$ cat src/rtl/mcb_pkg.sv
package mcb_pkg;
   localparam int REG_W     = 64;
   localparam int ST_VAL    = 63;
   localparam int ST_OVER   = 62;
   localparam int ST_UC     = 61;
   localparam int ST_AR     = 55;
   localparam int GS_INPROG = 2;
   localparam int GS_RIPV   = 0;
   localparam int CAP_CTLP  = 8;
   localparam int CAP_CNT_W = 8;

   typedef enum logic [2:0] {
      ACT_IGNORED  = 3'd0,
      ACT_INJECTED = 3'd1,
      ACT_RESET    = 3'd2,
      ACT_REJECTED = 3'd3,
      ACT_DROPPED  = 3'd4
   } mcb_act_e;

   typedef enum logic [1:0] {
      WR_NONE = 2'd0,
      WR_FULL = 2'd1,
      WR_OVER = 2'd2
   } mcb_wr_e;
endpackage

$ cat src/rtl/mcb_decide.sv
module mcb_decide
   import mcb_pkg::*;
#(
   parameter int NBANK = 4
) (
   input  logic [REG_W-1:0]     cap,
   input  logic [REG_W-1:0]     gctl,
   input  logic [REG_W-1:0]     bank_ctl,
   input  logic                 mce_en,
   input  logic [CAP_CNT_W-1:0] bank,
   input  logic [REG_W-1:0]     status,
   input  logic [REG_W-1:0]     gstat_cur,
   input  logic                 uncond,
   input  logic [REG_W-1:0]     old_status,
   output mcb_act_e             act,
   output mcb_wr_e              wr,
   output logic [REG_W-1:0]     new_status,
   output logic                 gstat_wr,
   output logic                 irq,
   output logic                 rst_req
);
   logic bad_bank, in_prog, old_v, old_uc;

   always_comb begin
      bad_bank = (bank >= cap[CAP_CNT_W-1:0]) || (32'(bank) >= NBANK);
      in_prog  = gstat_cur[GS_INPROG];
      old_v    = old_status[ST_VAL];
      old_uc   = old_status[ST_UC];
      act        = ACT_REJECTED;
      wr         = WR_NONE;
      new_status = status;
      gstat_wr   = 1'b0;
      irq        = 1'b0;
      rst_req    = 1'b0;
      if (cap == '0 || bad_bank || !status[ST_VAL]) begin
         act = ACT_REJECTED;
      end else if (!uncond && !status[ST_AR] && in_prog) begin
         act = ACT_IGNORED;
      end else if (status[ST_UC]) begin
         if ((cap[CAP_CTLP] && gctl != '1) || bank_ctl != '1) begin
            act = ACT_DROPPED;
         end else if (!mce_en || in_prog) begin
            act     = ACT_RESET;
            rst_req = 1'b1;
         end else begin
            act                 = ACT_INJECTED;
            wr                  = WR_FULL;
            new_status[ST_OVER] = status[ST_OVER] | old_v;
            gstat_wr            = 1'b1;
            irq                 = 1'b1;
         end
      end else if (!old_v || !old_uc) begin
         act                 = ACT_INJECTED;
         wr                  = WR_FULL;
         new_status[ST_OVER] = status[ST_OVER] | old_v;
      end else begin
         act = ACT_INJECTED;
         wr  = WR_OVER;
      end
   end
endmodule

$ cat src/rtl/mcb_bank_store.sv
module mcb_bank_store
   import mcb_pkg::*;
#(
   parameter int NBANK = 4
) (
   input  logic                 clk,
   input  logic                 rst_n,
   input  logic [CAP_CNT_W-1:0] wr_sel,
   input  mcb_wr_e              wr_kind,
   input  logic [REG_W-1:0]     wr_status,
   input  logic [REG_W-1:0]     wr_addr,
   input  logic [REG_W-1:0]     wr_misc,
   input  logic [CAP_CNT_W-1:0] a_sel,
   output logic [REG_W-1:0]     a_status,
   input  logic [CAP_CNT_W-1:0] b_sel,
   output logic [REG_W-1:0]     b_status,
   output logic [REG_W-1:0]     b_addr,
   output logic [REG_W-1:0]     b_misc
);
   logic [REG_W-1:0] st_arr [NBANK];
   logic [REG_W-1:0] ad_arr [NBANK];
   logic [REG_W-1:0] mi_arr [NBANK];

   for (genvar g = 0; g < NBANK; g++) begin : g_bank
      logic [REG_W-1:0] st_q, ad_q, mi_q;
      logic             hit;
      assign hit = (wr_sel == CAP_CNT_W'(g));
      always_ff @(posedge clk or negedge rst_n) begin
         if (!rst_n) begin
            st_q <= '0;
            ad_q <= '0;
            mi_q <= '0;
         end else if (hit && wr_kind == WR_FULL) begin
            st_q <= wr_status;
            ad_q <= wr_addr;
            mi_q <= wr_misc;
         end else if (hit && wr_kind == WR_OVER) begin
            st_q[ST_OVER] <= 1'b1;
         end
      end
      assign st_arr[g] = st_q;
      assign ad_arr[g] = ad_q;
      assign mi_arr[g] = mi_q;
   end

   always_comb begin
      a_status = '0;
      b_status = '0;
      b_addr   = '0;
      b_misc   = '0;
      for (int i = 0; i < NBANK; i++) begin
         if (a_sel == CAP_CNT_W'(i)) a_status = st_arr[i];
         if (b_sel == CAP_CNT_W'(i)) begin
            b_status = st_arr[i];
            b_addr   = ad_arr[i];
            b_misc   = mi_arr[i];
         end
      end
   end
endmodule

$ cat src/rtl/mcb_recorder.sv
module mcb_recorder
   import mcb_pkg::*;
#(
   parameter int NBANK = 4
) (
   input  logic                   clk,
   input  logic                   rst_n,
   input  logic [63:0]            cap_i,
   input  logic [63:0]            gctl_i,
   input  logic [NBANK*64-1:0]    bank_ctl_i,
   input  logic                   mce_en_i,
   input  logic                   inj_valid_i,
   input  logic [7:0]             inj_bank_i,
   input  logic [63:0]            inj_status_i,
   input  logic [63:0]            inj_gstat_i,
   input  logic [63:0]            inj_addr_i,
   input  logic [63:0]            inj_misc_i,
   input  logic                   inj_uncond_i,
   input  logic [7:0]             rd_bank_i,
   output logic                   res_valid_o,
   output logic [2:0]             res_action_o,
   output logic                   mce_irq_o,
   output logic                   reset_req_o,
   output logic [63:0]            gstat_o,
   output logic [63:0]            rd_status_o,
   output logic [63:0]            rd_addr_o,
   output logic [63:0]            rd_misc_o
);
   if (NBANK < 1 || NBANK > 255) begin : g_bad_nbank
      $error("mcb_recorder: NBANK must lie in 1..255");
   end
   if (REG_W != 64) begin : g_bad_width
      $error("mcb_recorder: register width must be 64");
   end

   logic [REG_W-1:0] ctl_sel, old_status, new_status, gstat_q;
   mcb_act_e         act_c;
   mcb_wr_e          wr_c, wr_g;
   logic             gstat_wr_c, irq_c, rst_c;

   always_comb begin
      ctl_sel = '0;
      for (int i = 0; i < NBANK; i++) begin
         if (inj_bank_i == CAP_CNT_W'(i)) ctl_sel = bank_ctl_i[i*REG_W +: REG_W];
      end
   end

   mcb_decide #(.NBANK(NBANK)) u_decide (
      .cap        (cap_i),
      .gctl       (gctl_i),
      .bank_ctl   (ctl_sel),
      .mce_en     (mce_en_i),
      .bank       (inj_bank_i),
      .status     (inj_status_i),
      .gstat_cur  (gstat_q),
      .uncond     (inj_uncond_i),
      .old_status (old_status),
      .act        (act_c),
      .wr         (wr_c),
      .new_status (new_status),
      .gstat_wr   (gstat_wr_c),
      .irq        (irq_c),
      .rst_req    (rst_c)
   );

   assign wr_g = inj_valid_i ? wr_c : WR_NONE;

   mcb_bank_store #(.NBANK(NBANK)) u_store (
      .clk       (clk),
      .rst_n     (rst_n),
      .wr_sel    (inj_bank_i),
      .wr_kind   (wr_g),
      .wr_status (new_status),
      .wr_addr   (inj_addr_i),
      .wr_misc   (inj_misc_i),
      .a_sel     (inj_bank_i),
      .a_status  (old_status),
      .b_sel     (rd_bank_i),
      .b_status  (rd_status_o),
      .b_addr    (rd_addr_o),
      .b_misc    (rd_misc_o)
   );

   always_ff @(posedge clk or negedge rst_n) begin
      if (!rst_n) begin
         gstat_q      <= '0;
         res_valid_o  <= 1'b0;
         res_action_o <= 3'd0;
         mce_irq_o    <= 1'b0;
         reset_req_o  <= 1'b0;
      end else begin
         res_valid_o  <= inj_valid_i;
         res_action_o <= inj_valid_i ? 3'(act_c) : 3'd0;
         mce_irq_o    <= inj_valid_i & irq_c;
         reset_req_o  <= inj_valid_i & rst_c;
         if (inj_valid_i && gstat_wr_c) gstat_q <= inj_gstat_i;
      end
   end

   assign gstat_o = gstat_q;
endmodule


$ cat config.mk
export PLATFORM = sky130hd
export DESIGN_NAME = mcb_recorder
export DESIGN_NICKNAME = d
export VERILOG_FILES = /design/src/rtl/mcb_pkg.sv /design/src/rtl/mcb_decide.sv /design/src/rtl/mcb_bank_store.sv /design/src/rtl/mcb_recorder.sv
export SDC_FILE = /design/constraint.sdc
export NUM_CORES = 1
export LEC_CHECK = 0
export ABC_AREA = 1
export BUFFER_PORTS_ARGS = -buffer_cell sky130_fd_sc_hd__buf_2
export CAP_MARGIN = 20
export CORE_AREA = 2 2 364 366
export CTS_BUF_LIST = sky130_fd_sc_hd__clkbuf_4
export CTS_CLUSTER_DIAMETER = 200
export DETAILED_ROUTE_END_ITERATION = 10
export DIE_AREA = 0 0 366 368
export GPL_TIMING_DRIVEN = 0
export REMOVE_ABC_BUFFERS = 1
export SLEW_MARGIN = 5
export SYNTH_ARGS = -nofsm -noshare
export SYNTH_HDL_FRONTEND = slang
export SYNTH_SLANG_ARGS = --single-unit
$ cat constraint.sdc
create_clock -name clk -period 3.4 [get_ports clk]
set_clock_uncertainty 0.2 [all_clocks]
set_input_delay 0.51 -clock clk [delete_from_list [all_inputs] [get_ports clk]]
set_output_delay 0.51 -clock clk [all_outputs]
set_load 0.01 [all_outputs]
==> impl_results.md, run 1 <==
* GR Util All Layers at 27.2%
* CP Launch Type: input port
* Number of H-tree levels at 4
* Die area at 135000 um^2
* Die width at 366 um
* Register area share after synthesis at 45.9%
* Initial Util at 34.9%
* ANT nets after route at 0
* DP HPWL at 105000 um
* Cell count after synthesis at 6518
* PwrDens at 338 nW/um^2
* Ratio of cells with drive above 1 in the final layout at 19.3%
* Largest net degree at the start of global routing at 134
* Vias at 48.9k
* Synth async-reset ratio at 100%
* Root Driver: clkbuf_4
* Final period util at 101%
* FF/Latch Area at 21000 um^2
* Total CTS buffers at 230
* Final WL at 188000 um
* CP max-delay cell: or4_4
* Final instance area at 63800 um^2
* Peak Freq at 290 MHz
* Final Setup Violations at 1
* Core area at 131000 um^2
* Via/cell ratio at 4.90
* Synth cell count leaders: 1919 x nand2_1, 1754 x inv_1, 838 x dfrtp_1
* Worst-Skew Late Latency at 1.22 ns
* Nets at 8665
* Post-synth EDFFs at 0
* Final Critical Period at 3.45 ns
* Most frequent cell after synthesis: nand2_1
* Synth warn at 0
* Top routing layer used: met5
* Filler cells at 12.7k
* Synth area leaders: dfrtp_1 46%, nand2_1 16%, inv_1 14%
* Initial antenna violation count at 24
* Total iterations of the first detailed-routing run at 5
* Req. time, crit path at 2.69 ns
* Tot Pwr at 21.6 mW
* Placer Congestion at 0.908
* Final Slew Violations at 0
* Largest area contributor in the netlist: dfrtp_1
* P&R area growth vs syn at 39.8%
* Fin. Hold Viols at 0
* Dpl cells at 8887
* Final worst slack at -0.0455 ns
* DP Area at 53200 um^2
* Mapped Avg Cell Area at 7.01 um^2
* Crit path cell chain: buf_2 > nor2_2 > nand2_2 > or4_4 > buf_16 > o21ai_0 > buf_2
* Wl on met1 at 80800 um
* Worst setup EP type: primary output
* TritonCTS Sinks at 838
* Vias in the first global route at 48.2k
* Largest vdd supply drop at 322 uV
* Routed wire per std cell at 18.9 um
* Setup TNS at -0.0455 ns
* Metal2 WL at 83900 um
* Slowest stage delay, CP at 0.63 ns
* Violated checks: setup timing
* Clock-pin slew on the worst setup and hold paths at 0.07 ns
* Final non-filler cell total at 9963
* Data arrival, critical path at 2.74 ns
* Outcome: finished, violations left
* Synth top area share at 45.9%
* Max_slew headroom at 23.8%
* Register bit total from synthesis at 838
* CP max FO at 57
* Number of remaining DRC errors at 0
* Multi-input logic area at 16600 um^2
* DR iter-0 viols at 4752
* Grt total ovfl at 0
* Dominant synthesized flop cell: dfrtp_1
* Count of unique library cells instantiated by Yosys at 29
* HP Class: input port to flop
* Kind of critical path: input port to primary output
* First-pass GRT wire length at 286000 um
* CTS tree: yes
* I/O Pins at 923
* Worst Path Buf+Inv at 3
* Row cnt at 133
* Max Buffers Root-to-Sink at 3
* Met3 Wirelength at 17400 um
* Slew @ Worst Pin at 1.14 ns
* Synth Cell Area at 45700 um^2
* Critical path's top delay family: simple AND/OR/NAND/NOR gates
* Leakage at 36.0 nW
* Most frequent CP cell: buf_2
* IO buf count at 922
* # Max-Cap Violations at 0
* Die H at 368 um
==> per-stage QoR <==
stage / worst slack [ns] / util (%) / hold WS, ns
detailed placement: -3.97 / 40.7 / 0.256
global placement: -43.63 / 38.7 / 0.244
CTS: -0.0144 / 48.4 / 0.00136
global route: -0.0171 / 48.8 / 0.0437
finish: -0.0455 / 48.8 / 0.102
floorplan: -18.31 / - / 0.0144
==> layout by cell type, fill, tap and decap left out, drive strengths merged, types with 2 or more instances in the layout <==
cell | synthesis | routed
inv | 1764 | 1771
diode | 0 | 18
nor3 | 13 | 13
or2 | 2 | 2
dfrtp | 838 | 838
nand2 | 1920 | 1923
clkinvlp | 0 | 2
o22ai | 181 | 181
clkinv | 0 | 41
clkbuf | 217 | 387
nand3 | 14 | 19
dlygate4sd3 | 0 | 536
a221oi | 11 | 11
ha | 8 | 8
nand4 | 792 | 792
nor2 | 145 | 147
o21ai | 194 | 194
buf | 214 | 1098
bufbuf | 0 | 20
a21oi | 198 | 198
==> worst min-delay path: stages <==
cell	delay, ns
dlygate4sd3_1	0.58
buf_2	0.12
inv_1	0.07
nand4_1	0.10
nand2_1	0.05
inv_1	0.04
==> final timing paths <==
kind | start | to | slack (ns) | cells after the start
max in group asynchronous | rst_n | u_store.g_bank[3].st_q[61] | 0.28 | 16
max reg2reg | gstat_o[2] | u_store.g_bank[0].st_q[62] | 0.07 | 15
min in group asynchronous | rst_n | gstat_o[40] | 0.51 | 11
min | inj_addr_i[21] | u_store.g_bank[1].ad_q[21] | 0.10 | 6
min reg2reg | u_store.g_bank[1].st_q[63] | u_store.g_bank[1].st_q[63] | 0.27 | 2
max | rd_bank_i[5] | rd_misc_o[59] | -0.05 | 7
==> area by class of cell <==
class | count | share of cell area, %
diodes | 18 | 0.0706
repair inverters | 2 | 0.0314
clock inverters | 49 | 0.376
well taps | 1755 | 3.44
clock buffers | 377 | 4.43
repair buffers | 1665 | 22.3
multi-input cells | 3495 | 26.0
flip-flops and latches | 838 | 32.9
inverters | 1764 | 10.5
==> per-layer routing <==
metal  GRT usage, %  up-vias
li1               -    23100
met1           36.1    23100
met2           42.7     2236
met3           6.39      392
met4           10.5       14
met5              0        -
==> cell families (layout without fill, tap and decap cells) <==
| family | count (synthesis) | in the layout | share of synthesized area, % |
|---|---|---|---|
| AND/OR/NAND/NOR | 2891 | 2901 | 28.3 |
| buffers and inverters | 2195 | 3857 | 18.5 |
| flip-flops | 838 | 838 | 45.9 |
| AO/OA/AOI/OAI | 586 | 586 | 7.02 |
| adder cells (fa/ha/maj) | 8 | 8 | 0.219 |
| other | 0 | 18 | 0 |
==> state kept, by name, indices dropped and copies added (netlist names) <==
name                 cells
gstat_o                 64
mce_irq_o                1
res_action_o             3
res_valid_o              1
reset_req_o              1
u_store.g_bank.ad_q    256
u_store.g_bank.mi_q    256
u_store.g_bank.st_q    256
==> timing repair <==
item | CTS | global route
setup buffers | 27 | 11
setup endpoints to repair | 1022 | 470
cloned | 37 | 9
endpoints found under the hold margin | 1357 | 0
pin swaps | 17 | 5
gates resized for setup | 70 | 34
hold buffers | 549 | 0
==> report_power, final <==
part | total, mW | internal [mW] | switching, mW
Combinational | 1.90 | 0.903 | 1.00
Clock | 9.69 | 5.06 | 4.63
Sequential | 9.97 | 9.97 | 0.00148
Note: power is estimated with default switching activity, not from simulation.
==> run 2, diff against run 1 <==
- ABC_AREA: 1 -> not set
- CORE_AREA: 2 2 364 366 -> 2 2 358 360
- DIE_AREA: 0 0 366 368 -> 0 0 360 362
==> run 2 against run 1 <==
Compared with the run above: the run still ends with setup timing left; combinational power decreased by 12%; die area decreased by 3.2%; hold slack improved by 0.075 ns; sequential power about the same; fmax decreased by 4.7%; final cell count decreased by 36%; first-iteration DRC count decreased by 56%; wire length decreased by 19%; setup slack got worse by 0.17 ns; flip-flop and latch count unchanged; global-route usage decreased by 5.2 points; clock-buffer cell count decreased by 36; critical path type is now input port to flop; largest power group unchanged.
==> impl_results.md, run 2 <==
* Seq pwr share at 47.2%
* Commonest non-fill, non-tap cells in the layout: 918 x buf_2, 838 x dfrtp_1, 584 x dlygate4sd3_1, 457 x mux2_4, 341 x clkbuf_4
* Grt total ovfl at 0
* Synth cell count leaders: 838 x dfrtp_1, 363 x mux2_1, 300 x mux2_4
* Nets at 5131
* Initial Util at 30.9%
* Synth Area in Compound Gates at 4.50%
* TritonCTS Sinks at 838
* Total CTS buffers at 230
* Outcome: finished, violations left
* CTS tree: yes
* Vias in the first global route at 32.8k
* Count of unique library cells instantiated by Yosys at 47
* Root Driver: clkbuf_4
* Multi-input logic area at 17400 um^2
* Slowest stage delay, CP at 1.02 ns
* I/O Pins at 923
* Synth Area in Adders at 0.255%
* Post-Synth Simple-Gate Area at 4.48%
* Cell count after synthesis at 2448
* Fin. Hold Viols at 0
* Critical path's top delay family: buffers and inverters
* Core area at 127000 um^2
* Post-layout util at 47.3%
* Die width at 360 um
* Main combinational cell family by area after synthesis: multiplexers
* Synth top area share at 53.5%
* First-pass GRT wire length at 216000 um
* DR iter-0 viols at 2114
* Die area at 130000 um^2
* Clk pwr share at 44.9%
* Final worst slack at -0.214 ns
* Setup TNS at -38.49 ns
* Placer Congestion at 0.929
* CP max-delay cell: dlygate4sd3_1
* Unrepaired setup endpoints after global routing: true
* P&R area growth vs syn at 52.8%
* Register area share after synthesis at 53.5%
* Req. time, crit path at 4.23 ns
* IO buf count at 922
* Total iterations of the first detailed-routing run at 5
* Filler cells at 10.9k
* Most frequent CP cell: buf_6
* Crit path cell chain: buf_4 > dlygate4sd3_1 > nand2_1 > a21oi_2 > o2111ai_4 > buf_6 > a2111oi_4 > buf_6 > buf_12 > buf_12 > buf_8 > buf_6 > buf_12 > buf_6 > buf_8 > mux2_4
* Violated checks: setup timing
* Vias at 31.6k
* DP HPWL at 99900 um
* Worst setup EP type: flop
* FF/Latch Area at 21000 um^2
* Slew @ Worst Pin at 1.02 ns
* Post-synth EDFFs at 0
* Mux cell area share after synthesis at 33.1%
* Most frequent cell after synthesis: dfrtp_1
* CP max FO at 8
* Mapped Avg Cell Area at 16.0 um^2
* Number of remaining DRC errors at 0
* Register bit total from synthesis at 838
* Synth warn at 0
* Final Slew Violations at 0
* Final period util at 106%
* Data arrival, critical path at 4.44 ns
* Sw Ratio at 26.2%
* Via/cell ratio at 4.99
* Routed wire per std cell at 24.2 um
* Worst-Skew Late Latency at 1.18 ns
* Largest vdd supply drop at 312 uV
* Initial antenna violation count at 35
* Kind of critical path: input port to flop
* Biggest regs: u_store.g_bank.ad_q: 256 flops, u_store.g_bank.mi_q: 256 flops, u_store.g_bank.st_q: 256 flops
* Synth async-reset ratio at 100%
* Synth area leaders: dfrtp_1 53%, mux2_4 11%, mux2_1 10%
* # Max-Cap Violations at 0
* Synth Cell Area at 39200 um^2
* Dominant synthesized flop cell: dfrtp_1
* Row cnt at 131
* Clock-pin slew on the worst setup and hold paths at 0.06 ns
* Peak Freq at 277 MHz
* Worst Path Buf+Inv at 11
* ANT nets after route at 0
* Most common cell after layout, fill and taps aside: buf_2
* Max_slew headroom at 31.9%
* Max Buffers Root-to-Sink at 3
* Sw power at 5.54 mW
* Leakage at 30.7 nW
* Ratio of cells with drive above 1 in the final layout at 53.2%
* Largest net degree at the start of global routing at 113
* Final WL at 153000 um
* Largest area contributor in the netlist: dfrtp_1
* CP Launch Type: input port
* PwrDens at 353 nW/um^2
* Number of H-tree levels at 4
* Final Critical Period at 3.61 ns
* Post-synthesis xor/xnor area fraction at 0%
* Total internal power at 15.6 mW
* Final Setup Violations at 433
* GR Util All Layers at 22.0%
* Die H at 362 um
* Comb pwr share at 7.9%
* HP Class: input port to flop
[run 2: cell types whose count changed after synthesis, sizes merged, moves of 145 or more]
cell / change
a21oi: -197
clkbuf: -145
inv: -1752
mux2: +823
nand2: -1908
nand4: -709
o21ai: -191
o22ai: -181
[run 2: cell type report]
type                            instances  share of cell area [%]
Sequential cell                       838                    35.0
Multi-Input combinational cell       1422                    29.1
Timing Repair Buffer                 1958                    27.2
Clock buffer                          341                    4.28
Tap cell                             1662                    3.47
Clock inverter                         70                   0.715
Antenna cell                           28                   0.117
Inverter                               12                  0.0752
[run 2: layer usage]
metal / routed length (um) / part of all wire [%] / track usage (%)
met1: 63600 / 41 / 27.8
met2: 72200 / 47 / 34.9
met3: 11500 / 7.5 / 6.36
met4: 6000 / 3.9 / 9.84
met5: 81 / 0.053 / 0
[run 2: cell families after synthesis]
logic type,after synthesis
compound gates,186
fa+ha+maj,8
buf+inv,190
flops,838
mux,938
simple gates,288
[run 2: worst register-to-register path: cells and delay by family (launching register included)]
kind	cells	cell delay (ns)
compound gates	2	1.16
buf+inv	2	0.99
flops	1	0.41
simple gates	2	0.41
[run 2: what timing repair did]
item	CTS	global route
hold endpoints to repair	1229	0
buffers inserted	54	212
cloned	7	20
hold buffers	589	0
pin swaps	20	14
resized for setup	111	363
endpoints found under the setup margin	948	609
[run 2: final timing paths]
check / start / end / slack, ns / depth (start not counted)
min reg2reg: u_store.g_bank[2].st_q[44] / u_store.g_bank[2].st_q[44] / 0.28 / 1
max: inj_bank_i[1] / u_store.g_bank[2].ad_q[36] / -0.21 / 16
min: inj_misc_i[54] / u_store.g_bank[2].mi_q[54] / 0.18 / 3
max reg2reg: gstat_o[2] / u_store.g_bank[2].st_q[62] / 0.05 / 6
min in group asynchronous: rst_n / u_store.g_bank[0].ad_q[7] / 0.27 / 4
max in group asynchronous: rst_n / gstat_o[1] / 0.72 / 7
[run 2: power by group through the flow]
stage / sequential, mW / combinational, mW / clock [mW]
5_1_grt: 9.97 / 1.80 / 10.4
4_1_cts: 9.97 / 1.66 / 9.74
3_3_place_gp: 10.2 / 1.03 / 0
2_1_floorplan: 10.2 / 0.127 / 0
3_5_place_dp: 10.2 / 1.09 / 0
6_report: 9.97 / 1.68 / 9.50
[run 2: through the flow]
step	hold slack (ns)	setup slack, ns	std cells	power (mW)	cell area [um^2]
3_5_place_dp	0.269	-4.27	5043	11.2	46500
3_3_place_gp	0.262	-46.62	4854	11.2	44300
4_1_cts	0.00596	-0.0136	6086	21.4	56300
5_1_grt	0.0786	-0.158	6324	22.1	59900
2_1_floorplan	0.0144	-22.08	2270	10.3	37600
6_report	0.177	-0.214	6331	21.2	59900
